## src/rtl/sxc_pkg.sv

```systemverilog
package sxc_pkg;
   typedef enum logic {
      ST_IDLE  = 1'b0,
      ST_SHIFT = 1'b1
   } sxc_state_t;

   typedef struct packed {
      logic lead;
      logic trail;
   } sxc_edge_t;
endpackage

```

## src/rtl/sxc_clkgen.sv

```systemverilog
module sxc_clkgen
   import sxc_pkg::*;
#(
   parameter int DIV_W       = 8,
   parameter int PRE_A       = 1,
   parameter int PRE_B       = 8,
   parameter int PRE_C       = 32,
   parameter int SYNC_STAGES = 2
) (
   input  logic             clk,
   input  logic             rst_n,
   input  logic             run,
   input  logic             pol,
   input  logic             ext_sel,
   input  logic [1:0]       pre_sel,
   input  logic [DIV_W-1:0] div_m,
   input  logic             sclk_in,
   output sxc_edge_t        edge_o,
   output logic             sclk_out,
   output logic             pin_level
);
   localparam int PRE_MAX = (PRE_A > PRE_B) ? ((PRE_A > PRE_C) ? PRE_A : PRE_C)
                                            : ((PRE_B > PRE_C) ? PRE_B : PRE_C);
   localparam int PRE_W   = (PRE_MAX < 2) ? 1 : $clog2(PRE_MAX);

   if (PRE_A < 1 || PRE_B < 1 || PRE_C < 1) begin : g_bad_pre
      $error("sxc_clkgen: prescale factors must be at least 1");
   end
   if (SYNC_STAGES < 2) begin : g_bad_sync
      $error("sxc_clkgen: SYNC_STAGES must be at least 2");
   end

   // ---------------- prescaler and half-period divider ----------------
   logic [PRE_W-1:0] pre_lim, pre_cnt;
   logic [DIV_W-1:0] div_cnt;
   logic             tick, toggle, idle_lvl, sclk_q;

   always_comb begin
      unique case (pre_sel)
         2'd0:    pre_lim = PRE_W'(PRE_A - 1);
         2'd1:    pre_lim = PRE_W'(PRE_B - 1);
         default: pre_lim = PRE_W'(PRE_C - 1);
      endcase
   end

   assign idle_lvl = ~pol;
   assign tick     = (pre_cnt == pre_lim);
   assign toggle   = run && !ext_sel && tick && (div_cnt == div_m);

   always_ff @(posedge clk or negedge rst_n) begin
      if (!rst_n) begin
         pre_cnt <= '0;
         div_cnt <= '0;
         sclk_q  <= 1'b1;
      end else if (!run || ext_sel) begin
         pre_cnt <= '0;
         div_cnt <= '0;
         sclk_q  <= idle_lvl;
      end else begin
         pre_cnt <= tick ? '0 : pre_cnt + 1'b1;
         if (tick) div_cnt <= (div_cnt == div_m) ? '0 : div_cnt + 1'b1;
         if (toggle) sclk_q <= ~sclk_q;
      end
   end

   assign sclk_out = sclk_q;

   // ---------------- external pin synchroniser ----------------
   logic [SYNC_STAGES-1:0] sync_q;
   logic                   pin_prev;

   for (genvar s = 0; s < SYNC_STAGES; s++) begin : g_sync
      always_ff @(posedge clk or negedge rst_n) begin
         if (!rst_n) sync_q[s] <= 1'b0;
         else        sync_q[s] <= (s == 0) ? sclk_in : sync_q[(s == 0) ? 0 : s-1];
      end
   end

   assign pin_level = sync_q[SYNC_STAGES-1];

   always_ff @(posedge clk or negedge rst_n) begin
      if (!rst_n) pin_prev <= 1'b0;
      else        pin_prev <= pin_level;
   end

   logic pin_rise, pin_fall, ext_lead, ext_trail;
   assign pin_rise  = pin_level & ~pin_prev;
   assign pin_fall  = ~pin_level & pin_prev;
   assign ext_lead  = pol ? pin_rise : pin_fall;
   assign ext_trail = pol ? pin_fall : pin_rise;

   always_comb begin
      if (ext_sel) begin
         edge_o.lead  = run && ext_lead;
         edge_o.trail = run && ext_trail;
      end else begin
         edge_o.lead  = toggle && (sclk_q == idle_lvl);
         edge_o.trail = toggle && (sclk_q != idle_lvl);
      end
   end

   // the clock rests at its idle level whenever no transfer runs
   a_r3_idle_level: assert property (@(posedge clk) disable iff (!rst_n)
      (!run && !ext_sel) |=> (sclk_out == !$past(pol)));

   // one edge kind per cycle
   a_r1_single_edge: assert property (@(posedge clk) disable iff (!rst_n)
      !(edge_o.lead && edge_o.trail));
endmodule

```

## src/rtl/sxc_engine.sv

```systemverilog
module sxc_engine
   import sxc_pkg::*;
#(
   parameter int DATA_W = 8
) (
   input  logic              clk,
   input  logic              rst_n,
   input  logic              tx_en,
   input  logic              rx_en,
   input  logic              txirq_on_done,
   input  logic              start_gate,
   input  logic              wr_valid,
   input  logic [DATA_W-1:0] wr_data,
   input  logic              rd_ack,
   input  sxc_edge_t         edge_i,
   input  logic              rxd,
   output logic              busy,
   output logic              txd,
   output logic [DATA_W-1:0] rx_data,
   output logic              tx_empty,
   output logic              rx_full,
   output logic              tx_irq,
   output logic              rx_irq
);
   localparam int CNT_W = $clog2(DATA_W + 1);

   if (DATA_W < 2) begin : g_bad_width
      $error("sxc_engine: DATA_W must be at least 2");
   end

   sxc_state_t        state;
   logic [DATA_W-1:0] tx_buf, tx_sh, rx_sh, rx_next;
   logic [CNT_W-1:0]  bit_cnt;
   logic              rx_arm, start_ok, last_bit;

   assign start_ok = tx_en && !tx_empty && start_gate;
   assign rx_next  = {rxd, rx_sh[DATA_W-1:1]};
   assign last_bit = edge_i.trail && (bit_cnt == CNT_W'(DATA_W - 1));
   assign busy     = (state == ST_SHIFT);

   always_ff @(posedge clk or negedge rst_n) begin
      if (!rst_n) begin
         state    <= ST_IDLE;
         tx_buf   <= '0;
         tx_sh    <= '0;
         rx_sh    <= '0;
         rx_data  <= '0;
         bit_cnt  <= '0;
         rx_arm   <= 1'b0;
         tx_empty <= 1'b1;
         rx_full  <= 1'b0;
         tx_irq   <= 1'b0;
         rx_irq   <= 1'b0;
         txd      <= 1'b1;
      end else begin
         tx_irq <= 1'b0;
         rx_irq <= 1'b0;
         if (rd_ack) rx_full <= 1'b0;

         unique case (state)
            ST_IDLE: begin
               if (start_ok) begin
                  tx_sh    <= tx_buf;
                  tx_empty <= 1'b1;
                  rx_arm   <= rx_en;
                  bit_cnt  <= '0;
                  state    <= ST_SHIFT;
                  tx_irq   <= !txirq_on_done;
               end
            end
            ST_SHIFT: begin
               if (edge_i.lead) begin
                  txd   <= tx_sh[0];
                  tx_sh <= tx_sh >> 1;
               end
               if (edge_i.trail) begin
                  rx_sh   <= rx_next;
                  bit_cnt <= bit_cnt + 1'b1;
               end
               if (last_bit) begin
                  if (rx_arm) begin
                     rx_data <= rx_next;
                     rx_full <= 1'b1;
                     rx_irq  <= 1'b1;
                  end
                  if (start_ok) begin
                     tx_sh    <= tx_buf;
                     tx_empty <= 1'b1;
                     rx_arm   <= rx_en;
                     bit_cnt  <= '0;
                     tx_irq   <= 1'b1;
                  end else begin
                     state  <= ST_IDLE;
                     tx_irq <= txirq_on_done;
                  end
               end
            end
            default: state <= ST_IDLE;
         endcase

         if (wr_valid) begin
            tx_buf   <= wr_data;
            tx_empty <= 1'b0;
         end
      end
   end

   // bit counter stays inside one byte while shifting
   a_r1_bit_range: assert property (@(posedge clk) disable iff (!rst_n)
      busy |-> (bit_cnt < CNT_W'(DATA_W)));

   // leaving idle needs transmit enabled and data held
   a_r5_start_gate: assert property (@(posedge clk) disable iff (!rst_n)
      (state == ST_IDLE) |=> ((state == ST_IDLE) || $past(tx_en && !tx_empty)));

   // a receive pulse always leaves a full buffer behind
   a_r2_irq_full: assert property (@(posedge clk) disable iff (!rst_n)
      rx_irq |-> rx_full);
endmodule

```

## src/rtl/sync_serial_xcvr.sv

```systemverilog
module sync_serial_xcvr
   import sxc_pkg::*;
#(
   parameter int DATA_W      = 8,
   parameter int DIV_W       = 8,
   parameter int PRE_A       = 1,
   parameter int PRE_B       = 8,
   parameter int PRE_C       = 32,
   parameter int SYNC_STAGES = 2
) (
   input  logic              clk,
   input  logic              rst_n,
   input  logic              use_ext_clk,
   input  logic              clk_pol,
   input  logic [1:0]        pre_sel,
   input  logic [DIV_W-1:0]  div_m,
   input  logic              tx_en,
   input  logic              rx_en,
   input  logic              cts_en,
   input  logic              rts_en,
   input  logic              txirq_on_done,
   input  logic              wr_valid,
   input  logic [DATA_W-1:0] wr_data,
   input  logic              rd_ack,
   output logic [DATA_W-1:0] rx_data,
   output logic              tx_empty,
   output logic              rx_full,
   output logic              tx_irq,
   output logic              rx_irq,
   input  logic              sclk_in,
   output logic              sclk_out,
   output logic              sclk_oe,
   output logic              txd,
   input  logic              rxd,
   input  logic              cts_n,
   output logic              rts_n
);
   sxc_edge_t edges;
   logic      busy, pin_level, start_gate, clk_ready, cts_ready;

   assign cts_ready  = !cts_en || !cts_n;
   assign clk_ready  = !use_ext_clk || (pin_level == !clk_pol);
   assign start_gate = cts_ready && clk_ready;
   assign sclk_oe    = !use_ext_clk;
   assign rts_n      = rts_en ? !(rx_en && !rx_full) : 1'b0;

   sxc_clkgen #(
      .DIV_W(DIV_W), .PRE_A(PRE_A), .PRE_B(PRE_B), .PRE_C(PRE_C),
      .SYNC_STAGES(SYNC_STAGES)
   ) u_clkgen (
      .clk(clk), .rst_n(rst_n), .run(busy), .pol(clk_pol),
      .ext_sel(use_ext_clk), .pre_sel(pre_sel), .div_m(div_m),
      .sclk_in(sclk_in), .edge_o(edges), .sclk_out(sclk_out),
      .pin_level(pin_level)
   );

   sxc_engine #(.DATA_W(DATA_W)) u_engine (
      .clk(clk), .rst_n(rst_n), .tx_en(tx_en), .rx_en(rx_en),
      .txirq_on_done(txirq_on_done), .start_gate(start_gate),
      .wr_valid(wr_valid), .wr_data(wr_data), .rd_ack(rd_ack),
      .edge_i(edges), .rxd(rxd), .busy(busy), .txd(txd),
      .rx_data(rx_data), .tx_empty(tx_empty), .rx_full(rx_full),
      .tx_irq(tx_irq), .rx_irq(rx_irq)
   );

   // transmit pulse on completion coincides with the receive pulse
   a_r7_done_point: assert property (@(posedge clk) disable iff (!rst_n)
      (tx_irq && txirq_on_done && rx_en) |-> (rx_irq || tx_empty));
endmodule

```

## config.mk

```make
export PLATFORM = sky130hd
export DESIGN_NAME = sync_serial_xcvr
export DESIGN_NICKNAME = d
export VERILOG_FILES = /design/src/rtl/sxc_pkg.sv /design/src/rtl/sxc_clkgen.sv /design/src/rtl/sxc_engine.sv /design/src/rtl/sync_serial_xcvr.sv
export SDC_FILE = /design/constraint.sdc
export NUM_CORES = 1
export LEC_CHECK = 0
export ABC_AREA = 1
export BUFFER_PORTS_ARGS = -buffer_cell sky130_fd_sc_hd__buf_2
export CAP_MARGIN = 40
export CORE_MARGIN = 2
export CORE_UTILIZATION = 51
export DETAILED_ROUTE_END_ITERATION = 8
export PLACE_DENSITY = 0.73
export SYNTH_ARGS = -nofsm -noshare
export SYNTH_HDL_FRONTEND = slang
export SYNTH_SLANG_ARGS = --single-unit
```

## constraint.sdc

```tcl
create_clock -name clk -period 1.6 [get_ports clk]
set_input_delay 0.08 -clock clk [delete_from_list [all_inputs] [get_ports clk]]
set_output_delay 0.08 -clock clk [all_outputs]
set_load 0.01 [all_outputs]
```

# --- Word-level counts from Yosys, hierarchy flattened ---
# Cells that the tools add are included.
word_totals:
  elab_cells: 111
  input_bits: 32
  ff_bits: 60
  out_inout_bits: 16
classes:
  bitwise_logic: 7
  eq_ne: 10
  addsub: 3
  mux: 43
  reduce_logical: 30
op_table:
  columns: ["operator", "count"]
  rows:
  - ["$mux W8", 7]
  - ["$mux W1", 22]
  - ["$mux W4", 4]
  - ["$pmux W8 S2", 1]
  - ["$logic_and A1 B1 Y1", 12]
  - ["$mux W5", 2]
  - ["$pmux W5 S2", 1]
  - ["$logic_not A1 Y1", 9]
  - ["$add A8 B1 Y8 const B", 1]
  - ["$eq A8 B8 Y1", 1]
  - ["$pmux W1 S2", 4]
  - ["$pmux W4 S2", 1]
  - ["$add A5 B1 Y5 const B", 1]
  - ["$eq A5 B5 Y1", 1]
  - ["$not A1 Y1", 5]
  - ["$add A4 B1 Y4 const B", 1]
  - ["$eq A4 B3 Y1 const B", 1]
  - ["$reduce_and A2 Y1", 2]
  - ["$reduce_bool A2 Y1", 2]
  - ["$logic_or A1 B1 Y1", 3]
  - ["$ne A3 B3 Y1 const B", 1]
  - ["$reduce_and A3 Y1", 1]
  - ["$and A1 B1 Y1", 2]
  - ["$eq A1 B1 Y1", 2]
  - ["6 further kinds", 6]

# --- Logic depth before layout (Yosys ltp) ---
# Gate-level depths: netlist (run 1).
depth:
  depth_word: 11
  mapped_depth: 14

# --- Hierarchy ---
# From an unflattened synthesis (run 1), not the netlist that was laid out.
hier_totals:
  cells_unflattened: 374
  area_unflattened_um2: 3006.6
modules_own_cells:
  columns: ["mod", "area_per_inst_um2", "cells_per_inst", "instances"]
  rows:
  - ["sxc_engine", 1909.3, 214, 1]
  - ["sxc_clkgen", 1051.0, 149, 1]
  - ["sync_serial_xcvr", 46.3, 11, 1]

# --- Least setup slack after synthesis (run 1) ---
# Ideal clock, no wire load.
synth_timing:
  path_type: "flip-flop to flip-flop"
  start: "reg u_clkgen.pre_cnt[0]"
  end: "reg u_engine.rx_data[7]"
  slack_ns: -0.040
  arrival_ns: 1.523
  period_less_slack_ns: 1.640
  setup_time_ns: 0.117
  t_required_ns: 1.483
  stages_incl_launch_ff: 14
  cell_sequence: "dfrtp_1 > nor2_1 > nand2_1 > nand2_1 > nand3_2 > nor2_4 > nand2_4 > nand2_4 > nand2_4 > inv_4 > nand3_4 > buf_6 > nand2_2 > o21ai_2"
synth_via:
  elab_chain_len: 7
synth_lines:
  columns: ["element", "line_no", "text"]
  rows:
  - ["start: declaration", "sxc_clkgen.sv:34", "logic [PRE_W-1:0] pre_lim, pre_cnt;"]
  - ["start signal: assignment", "sxc_clkgen.sv:60", "pre_cnt <= tick ? '0 : pre_cnt + 1'b1;"]
  - ["$eq A5 B5 Y1", "sxc_clkgen.sv:47", "assign tick = (pre_cnt == pre_lim);"]
  - ["$logic_and A1 B1 Y1 (2 in series)", "sxc_clkgen.sv:48", "assign toggle = run && !ext_sel && tick && (div_cnt == div_m);"]
  - ["$logic_and A1 B1 Y1", "sxc_clkgen.sv:98", "edge_o.trail = toggle && (sclk_q != idle_lvl);"]
  - ["$mux W2", "sxc_clkgen.sv:93", "if (ext_sel) begin"]
  - ["$logic_and A1 B1 Y1", "sxc_engine.sv:38", "assign last_bit = edge_i.trail && (bit_cnt == CNT_W'(DATA_W - 1));"]
  - ["$reduce_and A3 Y1 (no line)", null, null]
  - ["end signal: assignment", "sxc_engine.sv:82", "rx_data <= rx_next;"]
  - ["end: declaration", "sxc_engine.sv:19", "output logic [DATA_W-1:0] rx_data,"]
# No other way between the ends.
# A chain may end at the register's enable or synchronous reset.

# --- Final worst setup path (run 1) ---
layout_timing:
  start: "reg u_clkgen.div_cnt[2]"
  end: "reg u_engine.tx_sh[7]"
layout_via:
  elab_chain_len: 8
  word_cells_on_any_way: 10
  cone_classes: "eq/ne: 1; mux: 5; reduce/logical: 4"
layout_lines:
  columns: ["element", "line_no", "text"]
  rows:
  - ["start: declaration", "sxc_clkgen.sv:35", "logic [DIV_W-1:0] div_cnt;"]
  - ["start signal: assignment", "sxc_clkgen.sv:61", "if (tick) div_cnt <= (div_cnt == div_m) ? '0 : div_cnt + 1'b1;"]
  - ["$eq A8 B8 Y1 (*)", "sxc_clkgen.sv:48", null]
  - ["$logic_and A1 B1 Y1 (*)", "sxc_clkgen.sv:48", null]
  - ["$logic_and A1 B1 Y1", "sxc_clkgen.sv:97", "edge_o.lead = toggle && (sclk_q == idle_lvl);"]
  - ["$mux W2 (*)", "sxc_clkgen.sv:93", null]
  - ["$mux W8", "sxc_engine.sv:72", "if (edge_i.lead) begin"]
  - ["$mux W8", "sxc_engine.sv:86", "if (start_ok) begin"]
  - ["$mux W8 (*)", "sxc_engine.sv:80", "if (last_bit) begin"]
  - ["$pmux W8 S2 (*)", "sxc_engine.sv:60", "unique case (state)"]
  - ["end signal: assignment", "sxc_engine.sv:63", "tx_sh <= tx_buf;"]
  - ["end signal: assignment", "sxc_engine.sv:74", "tx_sh <= tx_sh >> 1;"]
  - ["end signal: assignment", "sxc_engine.sv:87", "tx_sh <= tx_buf;"]
  - ["end: declaration", "sxc_engine.sv:32", "logic [DATA_W-1:0] tx_buf, tx_sh, rx_sh, rx_next;"]
# Every way passes the cells marked *; elsewhere a longest branch is shown, timed or not.

==> summary.txt, run 1 <==
Detailed routing
  • Final ANT Viol Nets: 0
  • Avg Vias per Cell: 4.90
  • Routed via count: 2820
  • DRC: 0
  • Average wire per standard cell: 12.5 um
  • Number of design-rule violations left by the first detailed-router iteration: 120
  • Number of detailed-routing iterations run before antenna repair: 4
  • Wire length reported by the detailed router: 7220 um

Timing
  • Slew margin rel.: 77.6%
  • Upper clock frequency limit: 0.604 GHz
  • Tightest Pin Transition: 0.336 ns
  • Final count of hold timing violations: 0
  • Number of setup violations in the final report: 22
  • Worst setup slack after layout: -0.0559 ns
  • Time the worst path needs with I/O delays and setup: 1.66 ns
  • Final cycle utilization of the critical path: 103%
  • Setup repair after global routing missed its margin: true
  • Clock skew: 0.00720 ns
  • Max-slew violation total from the final report: 0

Finish
  • Number of diodes: 0
  • Final standard cell area without fillers: 4270 um^2
  • Area growth syn-to-layout: 40.7%
  • Post-route non-filler standard cell count: 576
  • Leading cell types in the layout, fill and taps excluded: nand2_1, dfrtp_1, inv_1, buf_2, buf_4
  • Nets: 531
  • Finished Core Util: 73.4%
  • Most common cell after layout, fill and taps aside: nand2_1
  • Layout cell share with drive strength beyond 1: 35.1%

Die
  • Chip Height: 81.1 um
  • IO Count: 48
  • Count of standard-cell rows: 28
  • Total die area: 6580 um^2
  • Initial core utilization: 52.1%
  • Core region area: 5820 um^2
  • Die extent in x: 81.1 um

Synth
  • Net count after synthesis: 417
  • Number of distinct standard cells referenced by the synthesized netlist: 30
  • Avg Synthesized Cell Area: 7.94 um^2
  • Predominant post-synthesis flop cell: dfrtp_1
  • Count of warnings emitted by yosys: 0
  • Sequential share of the synthesized area: 48.8%
  • Portion of synthesized cell area occupied by the leading cell type: 46.2%
  • Ranking of synthesized cells by area: dfrtp_1, nand2_1, inv_1, nand3_1, o21ai_0
  • FFs w/ async S/R, synth: 100%
  • Cell taking the most area after synthesis: dfrtp_1
  • FF+latch count, synth: 59
  • Total standard cell area after synthesis: 3030 um^2
  • Number of enable flip-flop cells after synthesis: 0
  • Post-Syn Instances: 382

Place
  • Port-buffer cells: 47
  • Worst slack, placed: -0.187 ns
  • Placed Area: 3640 um^2
  • Post-DP HPWL: 4530 um
  • Last weighted congestion value of the routability-driven placer: 0.823
  • Number of placed cells counting well taps: 535

Global route
  • Vias in the first global route: 2554
  • Combined global-route utilization of all metal layers: 23.2%
  • Initial antenna violation count: 0
  • First-pass GRT wire length: 11600 um
  • Global route overflow: 0
  • Largest net degree at the start of global routing: 60

Outcome
  • Status: finished with violations
  • Failing checks: negative setup slack

Clocking
  • Bufs on Longest Clock Path: 2
  • CTS HTree Levels: 3
  • TritonCTS clock tree: done
  • Clk root buf: clkbuf_8
  • Clock latency of the later-clocked register in the worst-skew pair: 0.34 ns
  • Number of buffers created by CTS: 9
  • CTS Sinks: 59
  • Clock transition at the register clock pins on the worst setup and hold paths after CTS: 0.06 ns

Setup path
  • CP Launch Type: flop
  • Stage delay of the slowest cell on the critical path: 0.38 ns
  • Crit path cell chain: inv_2, nand2_1, nand2_1, nor2_1, nand2_1, nor2_4, nand2_4, nand2_4, nand3_4, nand2_2, nand3_1, nand2_1, nand2_1
  • Maximum fanout encountered on the critical timing path: 5
  • Number of buffer and inverter stages on the critical path: 1
  • Category of the worst setup path capture point: flop
  • Class of the most critical setup path: reg -> reg
  • Worst path most repeated cell: nand2_1
  • Delay-heaviest family, CP: simple AND/OR/NAND/NOR gates
  • Arr. time, crit path: 1.88 ns
  • Cell at the slowest stage of the critical path: dfrtp_1
  • Required time of the critical path: 1.83 ns

Power and ir drop
  • Leakage power figure: 0.00225 uW
  • Worst supply voltage drop on vdd: 0.867 mV
  • Total power density per cell area: 1290 nW/um^2

Run
  • Max-cap violations: 0

Min path
  • Hold/Removal Path Class: in -> reg
## state kept, by name (all words and copies together) (netlist names), 4 cells and up
name / cells
u_engine.rx_data: 8
u_engine.tx_buf: 8
u_clkgen.div_cnt: 8
u_engine.rx_sh: 7
u_engine.bit_cnt: 4
u_clkgen.pre_cnt: 5
u_engine.tx_sh: 8
## stage by stage
step                hold WS (ns)  TNS [ns]  total power (uW)
detailed placement         0.112     -2.04              3690
global route              0.0559     -3.46              5860
finish                    0.0562    -0.516              5500
floorplan                 -0.216   -0.0493              3150
CTS                       0.0384    -0.605              5360
global placement           0.110     -1.14              3620
## cells by family (layout without fill, tap and decap cells)
kind of cell / after synthesis / in the layout / synth area share [%]
xor gates and xnor gates: 10 / 10 / 2.89
adders and majority gates: 3 / 3 / 1.24
buffers and inverters: 65 / 182 / 8.63
AOI/OAI and AO/OA: 49 / 49 / 9.37
DFF: 59 / 59 / 48.8
and+or+nand+nor: 196 / 198 / 29.1
## per-layer routing
layer / global-route usage (%) / routed length [um]
met1: 30.8 / 3150
met2: 37.4 / 3560
met3: 5.44 / 382
met4: 8.14 / 122
met5: 0 / 0
## what timing repair did
| item | CTS | global route |
|---|---|---|
| resized for setup | 19 | 41 |
| cloned | 1 | 1 |
| endpoints found under the setup margin | 23 | 33 |
| buffers inserted | 0 | 9 |
| hold buffers | 14 | 0 |
| endpoints found under the hold margin | 69 | 0 |
| pin swaps | 0 | 12 |
## power breakdown
| part | total, uW | leakage, uW | switching, uW | internal (uW) |
|---|---|---|---|---|
| Clock | 1550 | 0.000119 | 591 | 954 |
| Sequential | 2160 | 0.000747 | 266 | 1890 |
| Combinational | 1800 | 0.00138 | 1030 | 770 |
| Total | 5500 | 0.00225 | 1880 | 3620 |
## cells in the mapped netlist (2+ instances only)
library cell and instances:
nand2_1 124, dfrtp_1 56, inv_1 52, nand3_1 32, o21ai_0 27, nor2_1 18, a21oi_1 7, o21ai_2 7
xor2_1 7, o22ai_1 6, clkbuf_1 4, inv_2 4, nand2_2 4, nand3_2 4, dfstp_2 3, ha_1 3
nand2_4 3, xnor2_1 3, a21boi_0 2, buf_4 2, nand4_1 2, nor2_2 2, nor2_4 2, nor3_1 2
## path summary, 6_finish.rpt
path,startpoint,slack [ns],to,cells past startpoint
setup / recovery,u_clkgen.div_cnt[2],-0.06,u_engine.tx_sh[7],13
hold / removal,wr_valid,0.06,u_engine.tx_empty,2
setup reg to reg,u_clkgen.div_cnt[2],-0.06,u_engine.tx_sh[7],13
hold reg to reg,u_clkgen.sync_q[0],0.36,u_clkgen.pin_level,0
max in group asynchronous,rst_n,1.02,u_clkgen.sclk_out,3
min in group asynchronous,rst_n,0.28,u_clkgen.pre_cnt[4],3
## final cells by class
cell class / instances / area [um^2]
Tap cell: 75 / 93.8
Clock inverter: 5 / 75.1
Fill cell: 449 / 1550
Clock buffer: 11 / 151
Sequential cell: 59 / 1480
Multi-Input combinational cell: 260 / 1460
Inverter: 57 / 219
Timing Repair Buffer: 109 / 783
(Power assumes the default switching activity.)
==> inputs of run 2 (changes only) <==
--- a/config.mk
+++ b/config.mk
@@ -12,6 +12,8 @@
 export CORE_UTILIZATION = 51
 export DETAILED_ROUTE_END_ITERATION = 8
 export PLACE_DENSITY = 0.73
+export REMOVE_ABC_BUFFERS = 1
 export SYNTH_ARGS = -nofsm -noshare
 export SYNTH_HDL_FRONTEND = slang
+export SYNTH_HIERARCHICAL = 1
 export SYNTH_SLANG_ARGS = --single-unit
==> constraint.sdc (replaced) <==
create_clock -name clk -period 1.45 [get_ports clk]
set_input_delay 0.0725 -clock clk [delete_from_list [all_inputs] [get_ports clk]]
set_output_delay 0.0725 -clock clk [all_outputs]
set_load 0.01 [all_outputs]
==> summary.txt, run 2 <==
Synth
  • Avg Synthesized Cell Area: 8.04 um^2
  • Number of distinct standard cells referenced by the synthesized netlist: 31
  • FFs w/ async S/R, synth: 100%
  • Cell taking the most area after synthesis: dfrtp_1
  • Number of enable flip-flop cells after synthesis: 0
  • Ranking of synthesized cells by area: dfrtp_1, nand2_1, inv_1, o21ai_0, nand3_1
  • Predominant post-synthesis flop cell: dfrtp_1
  • Portion of synthesized cell area occupied by the leading cell type: 46.6%
  • Count of warnings emitted by yosys: 6
  • Total standard cell area after synthesis: 3010 um^2
  • Sequential share of the synthesized area: 49.2%
  • Post-Syn Instances: 374
  • Synth top cells by count: nand2_1, dfrtp_1, inv_1
  • Most frequently used cell type in the post-synthesis netlist: nand2_1
  • FF+latch count, synth: 59

Power and ir drop
  • Leakage power figure: 0.00229 uW
  • Worst supply voltage drop on vdd: 1.03 mV
  • Total power density per cell area: 1350 nW/um^2

Die
  • Initial core utilization: 53.6%
  • Total die area: 6530 um^2
  • Die extent in x: 80.8 um
  • Chip Height: 80.8 um
  • IO Count: 48
  • Count of standard-cell rows: 27
  • Core region area: 5610 um^2

Setup path
  • Maximum fanout encountered on the critical timing path: 10
  • Stage delay of the slowest cell on the critical path: 0.40 ns
  • Logic depth of the worst path, buffers included: 15
  • Class of the most critical setup path: reg -> reg
  • CP Launch Type: flop
  • Arr. time, crit path: 2.20 ns
  • Crit path cell chain: nor2_1, nor2_1, nor2_1, nand2_2, nor2_4, nand2_2, o21ai_2, nand2_2, inv_4, nand2_8, nand2_8, nand2_8, nand2_1, nand2_1, nand2_1
  • Delay-heaviest family, CP: simple AND/OR/NAND/NOR gates
  • Number of buffer and inverter stages on the critical path: 1
  • Setup slack, reg-to-reg: -0.49 ns
  • Startpoint of the worst-slack reg-to-reg timing path: u_clkgen/div_cnt[1]
  • Critical R2R Capture: u_engine/tx_sh[4]
  • Cell at the slowest stage of the critical path: dfrtp_1
  • Category of the worst setup path capture point: flop
  • Required time of the critical path: 1.71 ns
  • Depth of the worst register-to-register path: 15

Timing
  • Final count of hold timing violations: 0
  • Worst setup slack after layout: -0.485 ns
  • Worst hold margin: 0.0387 ns
  • Slew margin rel.: 75.2%
  • Setup repair after global routing missed its margin: true
  • Tightest Pin Transition: 0.370 ns
  • TNS Setup: -15.45 ns
  • Clock skew: 0.00773 ns
  • Time the worst path needs with I/O delays and setup: 1.94 ns
  • Final cycle utilization of the critical path: 133%
  • Number of setup violations in the final report: 42
  • Max-slew violation total from the final report: 0
  • Upper clock frequency limit: 0.517 GHz

Place
  • Worst slack, placed: -0.439 ns
  • Port-buffer cells: 47
  • Last weighted congestion value of the routability-driven placer: 0.768
  • Post-DP HPWL: 4330 um

Clocking
  • Bufs on Longest Clock Path: 2
  • Clk root buf: clkbuf_8
  • Clock latency of the later-clocked register in the worst-skew pair: 0.33 ns
  • Number of buffers created by CTS: 9
  • CTS HTree Levels: 3
  • Clock transition at the register clock pins on the worst setup and hold paths after CTS: 0.07 ns
  • TritonCTS clock tree: done
  • CTS Sinks: 59

Detailed routing
  • Final ANT Viol Nets: 0
  • Routed via count: 2795
  • Wire length reported by the detailed router: 7140 um
  • Number of design-rule violations left by the first detailed-router iteration: 118
  • Number of detailed-routing iterations run before antenna repair: 4
  • DRC: 0
  • Average wire per standard cell: 12.5 um
  • Avg Vias per Cell: 4.88

Finish
  • Nets: 531
  • Layout cell share with drive strength beyond 1: 37.7%
  • Number of diodes: 0
  • Area growth syn-to-layout: 45.9%
  • Leading cell types in the layout, fill and taps excluded: nand2_1, dfrtp_1, inv_1, buf_2, buf_4
  • Most common cell after layout, fill and taps aside: nand2_1
  • Layout filler cell count: 386

Global route
  • Vias in the first global route: 2738
  • First-pass GRT wire length: 11800 um
  • Global route overflow: 0
  • Initial antenna violation count: 0
  • Combined global-route utilization of all metal layers: 23.6%
  • Largest net degree at the start of global routing: 60

Min path
  • Worst min-delay path startpoint: wr_valid
  • Hold-critical path depth: 2
  • Hold Path End: u_engine/tx_empty
  • Hold/Removal Path Class: in -> reg

Outcome
  • Failing checks: negative setup slack
  • Status: finished with violations

Run
  • Max-cap violations: 0
## run 2: how the worst max path moves through the flow
stage                     slack (ns)           endpoint                 from
after global routing           -0.64  u_engine/tx_sh[4]  u_clkgen/pre_cnt[1]
after detailed placement       -0.44  u_engine/tx_sh[7]  u_clkgen/div_cnt[5]
final                          -0.49  u_engine/tx_sh[4]  u_clkgen/div_cnt[1]
after floorplan                -0.72  u_engine/tx_sh[7]        u_engine/busy
after CTS                      -0.34  u_engine/tx_sh[0]  u_clkgen/div_cnt[1]
after global placement         -0.40  u_engine/tx_sh[7]  u_clkgen/div_cnt[2]
## run 2: repair_timing
| item | 4_1_cts | 5_1_grt |
|---|---|---|
| endpoints found under the hold margin | 68 | 0 |
| resized for setup | 24 | 36 |
| setup endpoints to repair | 34 | 44 |
| pin swaps | 3 | 20 |
| hold buffers | 13 | 0 |
| setup buffers | 12 | 9 |
| cloned | 1 | 1 |
## run 2: cell type report
cell class | count | area, um^2 | area share [%]
inverter | 58 | 225 | 5.14
tap | 72 | 90.1 | 2.05
timing repair buffer | 116 | 892 | 20.3
clock buffer | 12 | 165 | 3.77
clock inverter | 4 | 95.1 | 2.17
sequential | 59 | 1480 | 33.8
multi-input combinational | 252 | 1440 | 32.8
## run 2: routing by layer
layer / track usage, % / up-vias / part of all wire [%]
met5: 0 / - / 0
met1: 27.4 / 1298 / 42
met3: 6.33 / 16 / 5.0
met4: 8.64 / 0 / 1.8
met2: 42.0 / 74 / 51
li1: - / 1407 / -
## run 2: cells by family after synthesis
| kind of cell | after synthesis | share of synthesized area [%] |
|---|---|---|
| AND/OR/NAND/NOR | 178 | 25.4 |
| XOR/XNOR | 11 | 3.20 |
| adder cells (fa/ha/maj) | 3 | 1.25 |
| flip-flops | 59 | 49.2 |
| multiplexers | 4 | 1.46 |
| buffers and inverters | 64 | 8.95 |
| AO/OA/AOI/OAI | 55 | 10.5 |
## run 2: power breakdown
group	switching (uW)	internal, uW
clock	635	1280
sequential	276	2040
combinational	940	745
total	1850	4070
## run 2: per-stage QoR
stage          instance area, um^2  util (%)  total power (uW)  cells
3_3_place_gp                  3630      64.7              3620    527
2_1_floorplan                 2960         -              3170    368
5_1_grt                       4390      78.2              6290    573
4_1_cts                       4190      74.8              5730    568
6_report                      4390      78.2              5920    573
3_5_place_dp                  3630      64.7              3690    527
## run 2: worst reg2reg max path, stage by stage, from the launching register on
cell and delay, ns:
dfrtp_1 0.40, nor2_1 0.11, nor2_1 0.06, nor2_1 0.11
nand2_2 0.11, nor2_4 0.13, nand2_2 0.07, o21ai_2 0.16
nand2_2 0.10, inv_4 0.11, nand2_8 0.08, nand2_8 0.10
nand2_8 0.08, nand2_1 0.08, nand2_1 0.06, nand2_1 0.09
